--- src/rtl/dsadc_pkg.sv ---
package dsadc_pkg;
  typedef enum logic [1:0] {
    PH_AZ = 2'd0,
    PH_SI = 2'd1,
    PH_RI = 2'd2
  } phase_e;
endpackage

--- src/rtl/dsadc_rst_sync.sv ---
module dsadc_rst_sync (
  input  logic clk_i,
  input  logic rst_ni,
  output logic rst_sync_no
);
  logic [1:0] sync_q;

  always_ff @(posedge clk_i or negedge rst_ni) begin
    if (!rst_ni) sync_q <= 2'b00;
    else         sync_q <= {sync_q[0], 1'b1};
  end

  assign rst_sync_no = sync_q[1];
endmodule

--- src/rtl/dsadc_prescale.sv ---
module dsadc_prescale #(
  parameter int DIV = 4
) (
  input  logic clk_i,
  input  logic rst_ni,
  output logic tick_o
);
  localparam int DW = (DIV > 1) ? $clog2(DIV) : 1;

  logic [DW-1:0] div_q, div_d;

  assign tick_o = (div_q == DW'(DIV - 1));

  always_comb begin
    div_d = tick_o ? '0 : div_q + 1'b1;
  end

  always_ff @(posedge clk_i or negedge rst_ni) begin
    if (!rst_ni) div_q <= '0;
    else         div_q <= div_d;
  end


  tick_gap_chk: assert property (@(posedge clk_i) disable iff (!rst_ni)
    tick_o |=> !tick_o);
endmodule

--- src/rtl/dsadc_bcd_count.sv ---
module dsadc_bcd_count #(
  parameter int NDIG = 4
) (
  input  logic              clk_i,
  input  logic              rst_ni,
  input  logic              clr_i,
  input  logic              inc_i,
  output logic [4*NDIG-1:0] val_o
);
  logic [NDIG:0] carry;
  assign carry[0] = inc_i;

  for (genvar i = 0; i < NDIG; i++) begin : g_dig
    logic [3:0] dig_q, dig_d;

    assign carry[i+1] = carry[i] && (dig_q == 4'd9);

    always_comb begin
      dig_d = dig_q;
      if (clr_i)         dig_d = 4'd0;
      else if (carry[i]) dig_d = (dig_q == 4'd9) ? 4'd0 : dig_q + 4'd1;
    end

    always_ff @(posedge clk_i or negedge rst_ni) begin
      if (!rst_ni) dig_q <= 4'd0;
      else         dig_q <= dig_d;
    end

    assign val_o[4*i +: 4] = dig_q;


    digit_decimal_chk: assert property (@(posedge clk_i) disable iff (!rst_ni)
      dig_q <= 4'd9);
  end
endmodule

--- src/rtl/dsadc_seq.sv ---
module dsadc_seq
  import dsadc_pkg::*;
#(
  parameter int SI_CNT    = 1000,
  parameter int REF_MAX   = 2000,
  parameter int CYCLE_CNT = 4000,
  parameter int NDIG      = 4
) (
  input  logic              clk_i,
  input  logic              rst_ni,
  input  logic              tick_i,
  input  logic              cmp_i,
  input  logic [4*NDIG-1:0] bcd_i,
  output logic              bcd_clr_o,
  output logic              bcd_inc_o,
  output logic              az_o,
  output logic              si_o,
  output logic              ri_o,
  output logic              ref_neg_o,
  output logic              strobe_o,
  output logic [4*NDIG-1:0] res_o,
  output logic              sign_o,
  output logic              over_o
);
  localparam int PW = $clog2(CYCLE_CNT + 1);
  localparam int RW = 4 * NDIG;
  localparam logic [PW-1:0] POS_LAST    = PW'(CYCLE_CNT - 1);
  localparam logic [PW-1:0] POS_SI_LAST = PW'(SI_CNT - 1);
  localparam logic [PW-1:0] POS_RI_LAST = PW'(SI_CNT + REF_MAX - 1);
  localparam logic [PW-1:0] POS_RESET   = PW'(SI_CNT + REF_MAX);
  localparam logic [RW-1:0] OVR_PAT     = {4'd1, {(NDIG-1){4'hF}}};

  phase_e        state_q, state_d;
  logic [PW-1:0] pos_q, pos_d;
  logic          pol_q, pol_d;
  logic [RW-1:0] res_q, res_d;
  logic          sgn_q, sgn_d;
  logic          ovr_q, ovr_d;
  logic          stb_q, stb_d;
  logic          latch, ovr_hit;

  always_comb begin
    state_d   = state_q;
    pos_d     = pos_q;
    pol_d     = pol_q;
    latch     = 1'b0;
    ovr_hit   = 1'b0;
    bcd_clr_o = 1'b0;
    bcd_inc_o = 1'b0;
    if (tick_i) begin
      pos_d = (pos_q == POS_LAST) ? '0 : pos_q + 1'b1;
      unique case (state_q)
        PH_AZ: begin
          if (pos_q == POS_LAST) state_d = PH_SI;
        end
        PH_SI: begin
          if (pos_q == POS_SI_LAST) begin
            state_d   = PH_RI;
            pol_d     = cmp_i;
            bcd_clr_o = 1'b1;
          end
        end
        PH_RI: begin
          if (cmp_i != pol_q) begin
            latch   = 1'b1;
            state_d = PH_AZ;
          end else begin
            bcd_inc_o = 1'b1;
            if (pos_q == POS_RI_LAST) begin
              latch   = 1'b1;
              ovr_hit = 1'b1;
              state_d = PH_AZ;
            end
          end
        end
        default: state_d = PH_AZ;
      endcase
    end
  end

  always_comb begin
    res_d = res_q;
    sgn_d = sgn_q;
    ovr_d = ovr_q;
    stb_d = latch;
    if (latch) begin
      res_d = ovr_hit ? OVR_PAT : bcd_i;
      sgn_d = pol_q;
      ovr_d = ovr_hit;
    end
  end

  always_ff @(posedge clk_i or negedge rst_ni) begin
    if (!rst_ni) begin
      state_q <= PH_AZ;
      pos_q   <= POS_RESET;
      pol_q   <= 1'b0;
      res_q   <= '0;
      sgn_q   <= 1'b0;
      ovr_q   <= 1'b0;
      stb_q   <= 1'b0;
    end else begin
      state_q <= state_d;
      pos_q   <= pos_d;
      pol_q   <= pol_d;
      res_q   <= res_d;
      sgn_q   <= sgn_d;
      ovr_q   <= ovr_d;
      stb_q   <= stb_d;
    end
  end

  assign az_o      = (state_q == PH_AZ);
  assign si_o      = (state_q == PH_SI);
  assign ri_o      = (state_q == PH_RI);
  assign ref_neg_o = pol_q;
  assign strobe_o  = stb_q;
  assign res_o     = res_q;
  assign sign_o    = sgn_q;
  assign over_o    = ovr_q;


  phase_on_count_chk: assert property (@(posedge clk_i) disable iff (!rst_ni)
    !$stable(state_q) |-> $past(tick_i));


  strobe_after_ref_chk: assert property (@(posedge clk_i) disable iff (!rst_ni)
    stb_q |-> (state_q == PH_AZ && $past(state_q) == PH_RI));


  polarity_hold_chk: assert property (@(posedge clk_i) disable iff (!rst_ni)
    (state_q == PH_RI && $past(state_q) == PH_RI) |-> $stable(pol_q));


  over_code_chk: assert property (@(posedge clk_i) disable iff (!rst_ni)
    ovr_q |-> (res_q[RW-1 -: 4] == 4'd1));
endmodule

--- src/rtl/dsadc_sequencer.sv ---
module dsadc_sequencer #(
  parameter int DIV       = 4,
  parameter int SI_CNT    = 1000,
  parameter int REF_MAX   = 2000,
  parameter int CYCLE_CNT = 4000,
  parameter int NDIG      = 4
) (
  input  logic              clk_i,
  input  logic              rst_ni,
  input  logic              cmp_i,
  output logic              cnt_en_o,
  output logic              az_o,
  output logic              si_o,
  output logic              ri_o,
  output logic              ref_neg_o,
  output logic              strobe_o,
  output logic [4*NDIG-1:0] digits_o,
  output logic              sign_o,
  output logic              over_o
);
  localparam int RW = 4 * NDIG;

  logic          rst_n;
  logic          tick;
  logic          bcd_clr, bcd_inc;
  logic [RW-1:0] bcd_val;

  dsadc_rst_sync u_rst (
    .clk_i       (clk_i),
    .rst_ni      (rst_ni),
    .rst_sync_no (rst_n)
  );

  dsadc_prescale #(.DIV(DIV)) u_pre (
    .clk_i  (clk_i),
    .rst_ni (rst_n),
    .tick_o (tick)
  );

  dsadc_bcd_count #(.NDIG(NDIG)) u_bcd (
    .clk_i  (clk_i),
    .rst_ni (rst_n),
    .clr_i  (bcd_clr),
    .inc_i  (bcd_inc),
    .val_o  (bcd_val)
  );

  dsadc_seq #(
    .SI_CNT    (SI_CNT),
    .REF_MAX   (REF_MAX),
    .CYCLE_CNT (CYCLE_CNT),
    .NDIG      (NDIG)
  ) u_seq (
    .clk_i     (clk_i),
    .rst_ni    (rst_n),
    .tick_i    (tick),
    .cmp_i     (cmp_i),
    .bcd_i     (bcd_val),
    .bcd_clr_o (bcd_clr),
    .bcd_inc_o (bcd_inc),
    .az_o      (az_o),
    .si_o      (si_o),
    .ri_o      (ri_o),
    .ref_neg_o (ref_neg_o),
    .strobe_o  (strobe_o),
    .res_o     (digits_o),
    .sign_o    (sign_o),
    .over_o    (over_o)
  );

  assign cnt_en_o = tick;


  one_phase_chk: assert property (@(posedge clk_i) disable iff (!rst_n)
    $countones({az_o, si_o, ri_o}) == 1);


  result_steady_chk: assert property (@(posedge clk_i) disable iff (!rst_n)
    !strobe_o |-> ($stable(digits_o) && $stable(sign_o) && $stable(over_o)));
endmodule

--- config.mk ---
export PLATFORM = sky130hd
export DESIGN_NAME = dsadc_sequencer
export DESIGN_NICKNAME = d
export VERILOG_FILES = /design/src/rtl/dsadc_pkg.sv /design/src/rtl/dsadc_rst_sync.sv /design/src/rtl/dsadc_prescale.sv /design/src/rtl/dsadc_bcd_count.sv /design/src/rtl/dsadc_seq.sv /design/src/rtl/dsadc_sequencer.sv
export SDC_FILE = /design/constraint.sdc
export NUM_CORES = 1
export LEC_CHECK = 0
export ABC_AREA = 1
export BUFFER_PORTS_ARGS = -buffer_cell sky130_fd_sc_hd__buf_2
export CORE_MARGIN = 3
export CORE_UTILIZATION = 59
export CTS_CLUSTER_DIAMETER = 100
export CTS_CLUSTER_SIZE = 24
export DETAILED_ROUTE_END_ITERATION = 6
export PLACE_DENSITY = 0.79
export SYNTH_ARGS = -nofsm -noshare
export SYNTH_HDL_FRONTEND = slang
export SYNTH_SLANG_ARGS = --single-unit
--- constraint.sdc ---
create_clock -name clk_i -period 2.2 [get_ports clk_i]
set_input_delay 0.33 -clock clk_i [delete_from_list [all_inputs] [get_ports clk_i]]
set_output_delay 0.33 -clock clk_i [all_outputs]
set_load 0.01 [all_outputs]
Word-level counts from Yosys, hierarchy flattened
Index checks and enable logic that the tools add are counted.
W data, S select, Z words.

word-level totals
  register bits = 54
  bits of input ports = 3
  output and inout port bits = 24
  word-level logic and storage cells = 76

operators by class
  $add $sub $neg = 6
  equal/unequal tests = 14
  multiplexer cells = 33
  reduce and logical (&&, ||, !) cells = 10

operators with widths
  cell                     count
  $mux W4                  12
  $eq A12 B12 Y1 const B   2
  $add A4 B1 Y4 const B    4
  $eq A4 B4 Y1 const B     4
  $mux W16                 1
  $mux W1                  13
  $add A12 B1 Y12 const B  1
  $eq A12 B10 Y1 const B   1
  $mux W12                 1
  $mux W2                  5
  $reduce_bool A2 Y1       4
  $pmux W2 S3              1
  $eq A2 B2 Y1 const B     2
  $ne A2 B1 Y1 const B     2
  $reduce_and A4 Y1        1
  $logic_and A1 B1 Y1      3
  $ne A3 B1 Y1 const B     1
  $reduce_and A3 Y1        1
  $add A2 B1 Y2 const B    1
  $eq A2 B1 Y1 const B     1
  $logic_not A2 Y1         1
  $ne A1 B1 Y1             1

Longest topological paths before layout
  word-level depth = 9
  depth in mapped cells = 11
  depth with buffers taken out = 10

Hierarchy
A second synthesis with hierarchy kept.

unflattened totals
  cell total of the unflattened synthesis = 342
  area, all modules = 2763.9 um2

modules (own cells, without submodules)
  module           times used  cells an instance  area an instance (um2)
  dsadc_seq        1           216                1684.1
  dsadc_bcd_count  1           119                959.7
  dsadc_prescale   1           4                  66.3
  dsadc_rst_sync   1           3                  53.8

Worst setup path before layout
Ideal clock, no wire load.

  path type = reg2reg
  start = reg u_pre.div_q[0]
  end = reg u_bcd.g_dig[3].dig_q[0]
  library setup time = 118 ps
  data arrival time = 1515 ps
  path slack = 567 ps
  stages on the path, launching flop included = 12
  path buffers = 1
  period minus slack after synthesis = 1633 ps
  path through = dfrtp_1 > ha_1 > buf_4 > inv_2 > nor2_2 > nand2_2 > nor2_4 > nand2_2 > inv_2 > nand2_1 > nand3_1 > nand2_1

between the ends
  cells in the longest elaborated chain, start to end = 6
  elaborated cells on any way between the ends = 8
  classes of those cells = eq/ne: 1; mux: 3; reduce/logical: 4

ends and longest elaborated chain
  what                              line                   text
  start, declared                   dsadc_prescale.sv:10   logic [DW-1:0] div_q, div_d;
  start signal, assigned            dsadc_prescale.sv:20   else div_q <= div_d;
  $eq A2 B2 Y1 *                    dsadc_prescale.sv:12   assign tick_o = (div_q == DW'(DIV - 1));
  via cnt_en_o                      dsadc_sequencer.sv:11  output logic cnt_en_o,
  $mux W1                           dsadc_seq.sv:50        if (tick_i) begin
  $logic_and A1 B1 Y1 (3 in a row)  dsadc_bcd_count.sv:16  assign carry[i+1] = carry[i] && (dig_q == 4'd9);
  $reduce_bool A2 Y1 (no line)      -
  end signal, assigned              dsadc_bcd_count.sv:26  else dig_q <= dig_d;
  end, declared                     dsadc_bcd_count.sv:14  logic [3:0] dig_q, dig_d;

The timed path passes the listed nets; every way through them passes the cells marked *.
A chain may end at the register's enable or synchronous reset.

Worst setup path in the final report
  start = reg u_seq.pos_q[1]
  end = reg u_bcd.g_dig[3].dig_q[3]

between the ends
  cells in the longest elaborated chain, start to end = 5
  elaborated cells on any way between the ends = 6
  classes of those cells = eq/ne: 1; mux: 4; reduce/logical: 1

ends and longest elaborated chain
  what                                           line              text
  start, declared                                dsadc_seq.sv:34   logic [PW-1:0] pos_q, pos_d;
  start signal, assigned                         dsadc_seq.sv:104  pos_q <= pos_d;
  $eq A12 B10 Y1 *                               dsadc_seq.sv:57   if (pos_q == POS_SI_LAST) begin
  $mux W1 *                                      dsadc_seq.sv:57
  $mux W1 *                                      dsadc_seq.sv:52   unique case (state_q)
  $mux W1 *                                      dsadc_seq.sv:50
  $mux W4 or $reduce_bool A2 Y1 (tied branches)  -

Mark *: on every way between the ends. The rest lies on a longest branch, timed or not.

==> reports/metrics.csv <==
stage,metric,value,unit
synthesis,post-synthesis sequential element count,54,
synthesis,Syn Std Cell Area,2834,sq um
layout,design area,3110,sq um
synthesis,count of flip-flops with a built-in enable after synthesis,0,
layout,number of diodes,0,
cts,number of buffers created by CTS,5,
placement,hpwl dp,4257,um
job,max-capacitance violation count,0,
routing,met2 wire len,2828,um
cts,library cell used as clock root buffer,clkbuf_8,
synthesis,share of the synthesized area in the top cell type,0.4150,
synthesis,main flop type after synthesis,dfrtp_1,
timing,period utilisation layout,0.8308,
worst_setup_path,stage delay of the slowest cell on the critical path,0.38,ns
worst_setup_path,critical path arrival,2.02,ns
synthesis,Cell variety after synth,29,
floorplan,floorplan core area,4504,sq um
floorplan,die width,75.31,um
routing,post-route antenna net violation count,0,
pwr,reported leakage power,1.621,nW
layout,footprint of the multi-input gates,1300,sq um
timing,Post-Route Setup TNS,0,ns
worst_setup_path,CP dominant cell by count,nand2_1,
routing,routed wire length,5908,um
timing,final worst clock skew,0.007720,ns
floorplan,initial core utilization,0.6292,
global_route,antenna violations before repair,0,
worst_setup_path,"critical path fanouts, max",17,
layout,final net count,394,
global_route,via count of the first global-routing pass,2173,
timing,worst-margin pin slew,0.6468,ns
routing,mean number of vias per cell,5.560,
timing,RSZ-0062 raised after global routing,false,
synthesis,top area cells in the synthesized netlist,"dfrtp_1, nand2_1, nand3_1",
placement,Routability Congestion,0.8843,
global_route,largest net degree at the start of global routing,53,
synthesis,register area share after synthesis,0.4799,
timing,number of failing setup endpoints in the final timing report,0,
timing,Slew Limit Headroom,0.5688,
floorplan,boundary pin count,27,
cts,worst-skew pair later-pin latency,0.31,ns
floorplan,die footprint,5671,sq um
worst_setup_path,crit path cell chain,ha_1 -> nand2_1 -> nor2_2 -> nand3_1 -> nor2_1 -> nand2_1 -> nand3_1 -> nand2_1,
layout,signed area change from the synthesized netlist to the final layout,9.757,%
worst_setup_path,cell family with most CP delay,simple AND/OR/NAND/NOR gates,
cts,clock net sink count,54,
synthesis,count of yosys warnings during synthesis,0,
worst_setup_path,Critical Path Sink Type,register,
pwr,worst vdd ir,0.4976,mV
floorplan,std cell rows,24,
cts,TritonCTS clock tree,built,
timing,final period demand of the worst path,1.828,ns
global_route,overall track demand over capacity in global routing,0.2297,
global_route,global route total overflow,0,
routing,number of vias in the routed layout,2413,
synthesis,most common cell in the synthesized netlist,nand2_1,
routing,wire length on met3,338,um
worst_setup_path,worst path buffer plus inverter count,0,
synthesis,syn avg cell area,8.120,sq um
cts,number of instances resized during post-cts repair,0,
worst_setup_path,Worst EP required,2.40,ns
pwr,Pwr Density,503.9,nW/um^2
routing,highest routing layer actually used,met4,
run_status,outcome,"finished, final reports clean",
timing,Max Slew Vio Count,0,
layout,Layout fillers,393,
synthesis,post-synth top area cell,dfrtp_1,
routing,WL met1,2685,um
worst_setup_path,Setup Crit Path Kind,reg -> reg,
layout,share of layout cells above drive strength 1,0.1937,
routing,DRT iter0 DRCs,218,
worst_setup_path,type of origin of the critical path,register,
routing,length of the first detailed-routing pass in iterations,6,
cts,clock transition time at the flip-flop clock pins of the worst setup and hold paths,0.09,ns
min_path,class of the tightest hold or removal check,in -> async,
placement,number of buffers inserted by port buffering,26,
placement,"Cell Area, Placed",3017,sq um
synthesis,Syn Nets,362,
synthesis,most common library cells after synthesis,"nand2_1, dfrtp_1, nor2_1, nand3_1, inv_1",
synthesis,Post-Syn Instances,349,
floorplan,floorplan die height,75.31,um
worst_setup_path,slowest cell on the critical path,dfrtp_1,
routing,Routed WL per cell,13.61,um
cts,Max clock buf depth,2,
layout,Storage cell area,1361,sq um
synthesis,"FFs w/ async S/R, synth",1.000,
routing,# DRC,0,
cts,Post-CTS Hold Buffers,1,
global_route,first-pass GRT wire length,10100,um
cts,Post-CTS Setup Repair Bufs,0,
timing,maximum operating frequency,0.5471,GHz
timing,total count of hold-check failures in the final report,0,
cts,H-tree levels,2,
[layout make-up]
| type | count | area share |
|---|---|---|
| Sequential cell | 54 | 0.4377 |
| Multi-Input combinational cell | 256 | 0.4179 |
| Clock inverter | 1 | 0.002414 |
| Inverter | 32 | 0.03942 |
| Timing Repair Buffer | 32 | 0.05712 |
| Tap cell | 52 | 0.02092 |
| Clock buffer | 7 | 0.02454 |
[sequential cells by signal (all words and copies together), names as in the netlist]
register	cells
u_bcd.g_dig.dig_q	16
u_seq.res_o	16
u_seq.pos_q	12
u_pre.div_q	2
u_rst.sync_q	2
u_seq.state_q	2
u_seq.over_o	1
u_seq.ref_neg_o	1
u_seq.sign_o	1
u_seq.strobe_o	1
[final timing paths]
| check | slack [ns] | cells after the start | to | startpoint |
|---|---|---|---|---|
| worst max-delay path | 0.37 | 8 | u_bcd.g_dig[3].dig_q[3] | u_seq.pos_q[1] |
| worst min-delay path | 0.32 | 2 | u_rst.sync_q[1] | rst_ni |
| worst max register to register | 0.37 | 8 | u_bcd.g_dig[3].dig_q[3] | u_seq.pos_q[1] |
| worst min register to register | 0.36 | 0 | u_rst.sync_q[1] | u_rst.sync_q[0] |
| max in group asynchronous | 1.39 | 1 | u_bcd.g_dig[3].dig_q[0] | u_rst.sync_q[1] |
| min in group clk_i | 0.33 | 3 | u_seq.ref_neg_o | cmp_i |
[cell families after synthesis]
family / synth area share
adders and majority gates: 0.04415
AOI/OAI and AO/OA: 0.06270
buffers and inverters: 0.06137
and+or+nand+nor: 0.3258
xor gates and xnor gates: 0.02472
other: 0.001323
DFF: 0.4799
[where the power goes]
part	internal, mW	total, mW	switching (mW)
Sequential	0.994	0.995	0.000425
Combinational	0.00412	0.0254	0.0213
Clock	0.226	0.547	0.321
Total	1.22	1.57	0.343
[worst reg2reg max path, cell delays in order (launching register included)]
cell	delay (ns)
dfrtp_1	0.38
ha_1	0.24
nand2_1	0.10
nor2_2	0.18
nand3_1	0.12
nor2_1	0.10
nand2_1	0.32
nand3_1	0.21
nand2_1	0.07
[per-layer routing]
| layer | track usage | vias to the layer above |
|---|---|---|
| met2 | 0.3576 | 70 |
| met4 | 0.06019 | 0 |
| met1 | 0.3330 | 1142 |
| met3 | 0.04222 | 5 |
| met5 | 0 | - |
| li1 | - | 1196 |
[stage by stage]
stage          hold slack (ns)  worst slack [ns]    util  std cells  total power, mW
2_1_floorplan          0.03441            0.5670       -        349            1.029
3_3_place_gp            0.1152            0.4622  0.6697        425            1.039
3_5_place_dp            0.1160            0.3915  0.6697        425            1.040
4_1_cts                 0.3244            0.3803  0.6906        434            1.580
5_1_grt                 0.3165            0.1428  0.6906        434            1.623
6_report                0.3229            0.3723  0.6906        434            1.567
[placed cells by master (no fill, tap or decap), types with 2 or more instances in the layout]
cell type,n
a21oi_1,8
buf_2,26
buf_4,5
clkbuf_1,2
clkbuf_8,5
dfrtp_1,46
dfstp_2,7
ha_1,10
inv_1,27
inv_2,4
nand2_1,85
nand2_2,15
nand3_1,38
nand4_1,8
nor2_1,39
nor2_2,4
nor2_4,2
nor3_1,9
nor3b_1,2
o21ai_0,16
o21ai_1,7
xnor2_1,4
xor2_1,4
(Power assumes the default switching activity.)
